### src/rtl/rbg_pkg.sv
package rbg_pkg;
  localparam int N_IRQ = 4;
  localparam int IRQ_LW = $clog2(N_IRQ);

  typedef enum logic {
    ROLE_AUX = 1'b0,
    ROLE_ARB = 1'b1
  } role_e;
endpackage

### src/rtl/rbg_init_gen.sv
module rbg_init_gen #(
  parameter int INIT_CYC = 4
) (
  input  logic clk,
  input  logic rst_n,
  input  logic en,
  input  logic dcok,
  input  logic wr,
  output logic binit
);
  localparam int CW = $clog2(INIT_CYC + 1);

  logic [CW-1:0] cnt_q, cnt_d;
  logic          cnt_en;

  assign cnt_en = (en && wr) || (cnt_q != '0);

  always_comb begin
    cnt_d = cnt_q;
    if (en && wr)           cnt_d = CW'(INIT_CYC);
    else if (cnt_q != '0)   cnt_d = cnt_q - CW'(1);
  end

  always_ff @(posedge clk or negedge rst_n) begin
    if (!rst_n)      cnt_q <= '0;
    else if (cnt_en) cnt_q <= cnt_d;
  end

  assign binit = en && (!dcok || (cnt_q != '0));
endmodule

### src/rtl/rbg_arbiter.sv
module rbg_arbiter #(
  parameter int N_EXT = 3
) (
  input  logic             clk,
  input  logic             rst_n,
  input  logic             en,
  input  logic             clr,
  input  logic             loc_req,
  input  logic [N_EXT-1:0] ext_req,
  input  logic             sack_in,
  output logic [N_EXT:0]   gnt
);
  localparam int NR = N_EXT + 1;

  logic [NR-1:0] req, pick, rel_vec, gnt_q, gnt_d;
  logic          held, release_now;

  assign req     = {ext_req, loc_req};
  assign pick    = req & (~req + NR'(1));
  assign rel_vec = {{N_EXT{sack_in}}, ~loc_req};
  assign held        = |gnt_q;
  assign release_now = |(gnt_q & rel_vec);

  always_comb begin
    gnt_d = '0;
    if (en && !clr) begin
      if (held)          gnt_d = release_now ? '0 : gnt_q;
      else if (!sack_in) gnt_d = pick;
    end
  end

  always_ff @(posedge clk or negedge rst_n) begin
    if (!rst_n) gnt_q <= '0;
    else        gnt_q <= gnt_d;
  end

  assign gnt = gnt_q;
endmodule

### src/rtl/rbg_aux_port.sv
module rbg_aux_port (
  input  logic clk,
  input  logic rst_n,
  input  logic en,
  input  logic clr,
  input  logic loc_req,
  input  logic grant_in,
  output logic taken,
  output logic grant_out
);
  logic taken_q, taken_d;

  always_comb begin
    taken_d = 1'b0;
    if (en && !clr) taken_d = taken_q ? loc_req : (grant_in && loc_req);
  end

  always_ff @(posedge clk or negedge rst_n) begin
    if (!rst_n) taken_q <= 1'b0;
    else        taken_q <= taken_d;
  end

  assign taken     = taken_q;
  assign grant_out = en && grant_in && !loc_req;
endmodule

### src/rtl/rbg_irq_front.sv
module rbg_irq_front
  import rbg_pkg::*;
(
  input  logic              en,
  input  logic [N_IRQ-1:0]  irq,
  input  logic              cpu_iack,
  input  logic              iack_in,
  output logic              pend,
  output logic [IRQ_LW-1:0] lvl,
  output logic              iack_out
);
  always_comb begin
    lvl = '0;
    for (int i = 0; i < N_IRQ; i++) begin
      if (en && irq[i]) lvl = IRQ_LW'(i);
    end
  end

  assign pend     = en && (|irq);
  assign iack_out = en ? (cpu_iack && pend) : iack_in;
endmodule

### src/rtl/role_bus_glue.sv
module role_bus_glue
  import rbg_pkg::*;
#(
  parameter int N_EXT    = 3,
  parameter int INIT_CYC = 4
) (
  input  logic              clk,
  input  logic              rst_n,
  input  logic              role_arb_i,
  input  logic              loc_req_i,
  input  logic              dcok_i,
  input  logic              binit_wr_i,
  input  logic              grant_in_i,
  input  logic              sack_in_i,
  input  logic              binit_in_i,
  input  logic [N_EXT-1:0]  ext_req_i,
  input  logic [N_IRQ-1:0]  irq_i,
  input  logic              cpu_iack_i,
  input  logic              iack_in_i,
  output logic              bus_req_o,
  output logic              loc_grant_o,
  output logic [N_EXT-1:0]  ext_grant_o,
  output logic              sack_o,
  output logic              binit_o,
  output logic              grant_out_o,
  output logic              loc_rst_o,
  output logic              irq_pend_o,
  output logic [IRQ_LW-1:0] irq_lvl_o,
  output logic              iack_out_o
);
  role_e       role;
  logic        is_arb, is_aux, clr;
  logic [1:0]  rst_sync_q;
  logic        rst_int_n;
  logic [N_EXT:0] arb_gnt;
  logic        aux_taken;

  always_ff @(posedge clk or negedge rst_n) begin
    if (!rst_n) rst_sync_q <= 2'b00;
    else        rst_sync_q <= {rst_sync_q[0], 1'b1};
  end
  assign rst_int_n = rst_sync_q[1];

  assign role   = role_e'(role_arb_i);
  assign is_arb = (role == ROLE_ARB);
  assign is_aux = (role == ROLE_AUX);
  assign clr    = !dcok_i || (is_aux && binit_in_i);

  rbg_arbiter #(.N_EXT(N_EXT)) u_arb (
    .clk     (clk),
    .rst_n   (rst_int_n),
    .en      (is_arb),
    .clr     (clr),
    .loc_req (loc_req_i),
    .ext_req (ext_req_i),
    .sack_in (sack_in_i),
    .gnt     (arb_gnt)
  );

  rbg_aux_port u_aux (
    .clk       (clk),
    .rst_n     (rst_int_n),
    .en        (is_aux),
    .clr       (clr),
    .loc_req   (loc_req_i),
    .grant_in  (grant_in_i),
    .taken     (aux_taken),
    .grant_out (grant_out_o)
  );

  rbg_init_gen #(.INIT_CYC(INIT_CYC)) u_init (
    .clk   (clk),
    .rst_n (rst_int_n),
    .en    (is_arb),
    .dcok  (dcok_i),
    .wr    (binit_wr_i),
    .binit (binit_o)
  );

  rbg_irq_front u_irq (
    .en       (is_arb),
    .irq      (irq_i),
    .cpu_iack (cpu_iack_i),
    .iack_in  (iack_in_i),
    .pend     (irq_pend_o),
    .lvl      (irq_lvl_o),
    .iack_out (iack_out_o)
  );

  assign loc_grant_o = is_arb ? arb_gnt[0] : aux_taken;
  assign ext_grant_o = arb_gnt[N_EXT:1];
  assign sack_o      = is_aux && aux_taken;
  assign bus_req_o   = loc_req_i && !loc_grant_o;
  assign loc_rst_o   = clr;
endmodule

### config.mk
export PLATFORM = sky130hd
export DESIGN_NAME = role_bus_glue
export DESIGN_NICKNAME = d
export VERILOG_FILES = /design/src/rtl/rbg_pkg.sv /design/src/rtl/rbg_init_gen.sv /design/src/rtl/rbg_arbiter.sv /design/src/rtl/rbg_aux_port.sv /design/src/rtl/rbg_irq_front.sv /design/src/rtl/role_bus_glue.sv
export SDC_FILE = /design/constraint.sdc
export NUM_CORES = 1
export LEC_CHECK = 0
export BUFFER_PORTS_ARGS = -buffer_cell sky130_fd_sc_hd__buf_2
export CAP_MARGIN = 20
export CORE_AREA = 3 3 40 42
export DETAILED_ROUTE_END_ITERATION = 8
export DIE_AREA = 0 0 43 45
export PLACE_DENSITY = 0.77
export SKIP_CTS_REPAIR_TIMING = 1
export SKIP_LAST_GASP = 1
export SYNTH_ARGS = -nofsm -noshare
export SYNTH_HDL_FRONTEND = slang
export SYNTH_SLANG_ARGS = --single-unit
### constraint.sdc
create_clock -name clk -period 2.47 [get_ports clk]
set_input_delay 0.1235 -clock clk [delete_from_list [all_inputs] [get_ports clk]]
set_output_delay 0.1235 -clock clk [all_outputs]
set_load 0.02 [all_outputs]
==> flow_summary.yaml <==
yosys:
  syn_inst: 60
  ys_types: 28
  synth_warnings: 0
  synth_area_um2: 567
  syn_nets: 80
  synth_edf_count: 0
  async_flop_share_pct: 100
  synth_seq_cells: 10
  synth_seq_area_share_pct: 44.2
  synth_area_per_cell_um2: 9.45
  synth_ff_type: "dfrtp_1"
min_path:
  hold_path_class: "input port to register"
  min_path_cells: 2
clock_tree:
  clock_sinks: 10
  h-tree-depth: 1
  cts_tree: "built"
  clk_latency_ps: 250
  clk_pin_slew_ps: 50
  cts_root_buffer: "clkbuf_4"
  cts-buffers-inserted: 3
  clk_path_buf_depth: 2
sta:
  tns_ps: 0
  setup-violations-final: 0
  slew_viol_final: 0
  rsz0062_at_grt: "no"
  maxClockFrequency_mhz: 686
  holdWs_ps: 86.0
  fin_skew_ps: 1.05
  fin_crit_sh_pct: 59.1
  period_needed_ps: 1460
  finalHoldViolCount: 0
detailed_routing:
  wirelength_um: 1120
  firstDrtPassIters: 2
  via_per_inst: 4.94
  vias: 519
  first_iter_violations: 1
  ant_nets: 0
  drc_errors: 0
  wl_per_cell_um: 10.7
die:
  die-area_um2: 1940
  rows: 13
  pin_count: 31
  initial_core_util_pct: 44.1
  die_x_um: 43
  core_area_um2: 1280
  dieHeight_um: 45
layout:
  finalNetCount: 112
  final_cells: 105
  final_design_area_no_fill_um2: 741
  antenna_cells: 0
  drive_above_1_share_pct: 38.9
  layout_commonest_cell: "buf_2"
  area_delta_synth_final_pct: 30.7
  final_cell_mix: "30 x buf_2, 10 x dfrtp_1, 6 x inv_1"
grt:
  grt_pass1_wl_um: 1870
  grt_usage_pct: 12.8
  overflow: 0
  grt_pass1_vias: 454
  antenna_found_initial: 0
  grt_max_degree: 16
pwr:
  pwr-share-seq_pct: 44.4
  power.density_nw_per_um2: 642
  swShare_pct: 31.3
  ir_worst_vdd_mv: 0.423
  leakagePower_nw: 0.410
  power.switching_w: 0.000149
  clock_power_share_pct: 20.8
  intPower_w: 0.000327
  pwr-share-comb_pct: 34.8
setup_path:
  worstPathRequired_ps: 2350
  rr_worst_depth: 5
  crit_path_end_kind: "output pin"
  worst_path_largest_cell_delay_ps: 380
  arrival_ps: 1340
  crit_chain: "inv_1, ha_1, nand2b_1, o21a_1, buf_2"
  cp_top_family: "flip-flops"
  crit_fanout: 4
  critPathBufInv: 2
  cp-start-kind: "register"
  worstSetupPathDepth: 5
  criticalPathCategory: "register to output pin"
  slowest_stage: "dfrtp_1"
status:
  status: "completed"
flow_run:
  max-cap-violations: 0
place:
  port_buffers: 30
  post_dp_cell_area_um2: 708
  hpwl_um: 950
  dp_cells: 101
  place_congestion: 0.734
## worst reg2reg max path: stages, from the launching register on
cell and delay (ps):
dfrtp_1 350, inv_1 60, ha_1 210, nand2b_1 150
nor2_1 60, a221oi_1 240
## synthesized netlist by cell type (all sizes together), types with 2 or more instances
cell type	number	area, um^2
a21oi	3	15.0
inv	6	22.5
nor2b	3	18.8
ha	2	25.0
o21a	4	30.0
a22o	2	20.0
nor2	5	18.8
dfrtp	10	250
nand2	4	15.0
buf	4	27.5
o21ai	2	10.0
## routing by layer
| metal | vias up | GRT usage (%) | part of all wire (%) |
|---|---|---|---|
| li1 | 264 | - | - |
| met1 | 235 | 16.4 | 44 |
| met2 | 20 | 20.1 | 46 |
| met3 | 0 | 3.98 | 9.9 |
| met4 | 0 | 5.42 | 0 |
| met5 | - | 0 | 0 |
## registers in the layout (all words and copies together), names as in the netlist
| register | count |
|---|---|
| rst_sync_q | 2 |
| u_arb.gnt | 4 |
| u_aux.taken | 1 |
| u_init.cnt_q | 3 |
## worst paths after layout
path                                  from         endpoint  slack, ps
hold reg to reg              rst_sync_q[1]     u_arb.gnt[0]        120
setup reg to reg           u_init.cnt_q[0]  u_init.cnt_q[1]       1290
max in group asynchronous    rst_sync_q[1]  u_init.cnt_q[2]       2120
setup / recovery           u_init.cnt_q[0]          binit_o       1010
hold / removal                  binit_wr_i  u_init.cnt_q[0]         90
min in group asynchronous    rst_sync_q[1]     u_arb.gnt[0]        120
## through the flow
| step | power (W) | setup slack [ps] | utilization (%) |
|---|---|---|---|
| detailed placement | 0.000381 | 1270 | 55.1 |
| floorplan | 0.000331 | 1230 | - |
| CTS | 0.000486 | 987 | 56.9 |
| global route | 0.000518 | 901 | 57.6 |
| global placement | 0.000374 | 1310 | 55.1 |
| finish | 0.000476 | 1010 | 57.6 |
## logic make-up (layout without fill, tap and decap cells)
group,Yosys count,in the layout,share of synthesized area [%]
other,1,1,0.662
AOI/OAI and AO/OA,15,15,19.4
buffers and inverters,10,40,8.83
adders and majority gates,2,2,4.41
xor gates and xnor gates,1,1,1.55
and+or+nand+nor,20,20,19.2
DFF,10,10,44.2
muxes,1,1,1.77
## layout make-up
cell class                 count  area, um^2
tap                           15        18.8
fill                         124         544
inverter                       6        22.5
clock buffer                   3        22.5
timing repair buffer          31         160
multi-input combinational     40         267
sequential                    10         250
## power by group through the flow
stage,Sequential [W],Clock [W],Combinational (W)
4_1_cts,0.000211,0.000107,0.000168
2_1_floorplan,0.000210,0,0.000121
3_5_place_dp,0.000214,0,0.000167
3_3_place_gp,0.000213,0,0.000161
6_report,0.000211,0.0000990,0.000166
5_1_grt,0.000214,0.000114,0.000189
(Power assumes the default switching activity.)
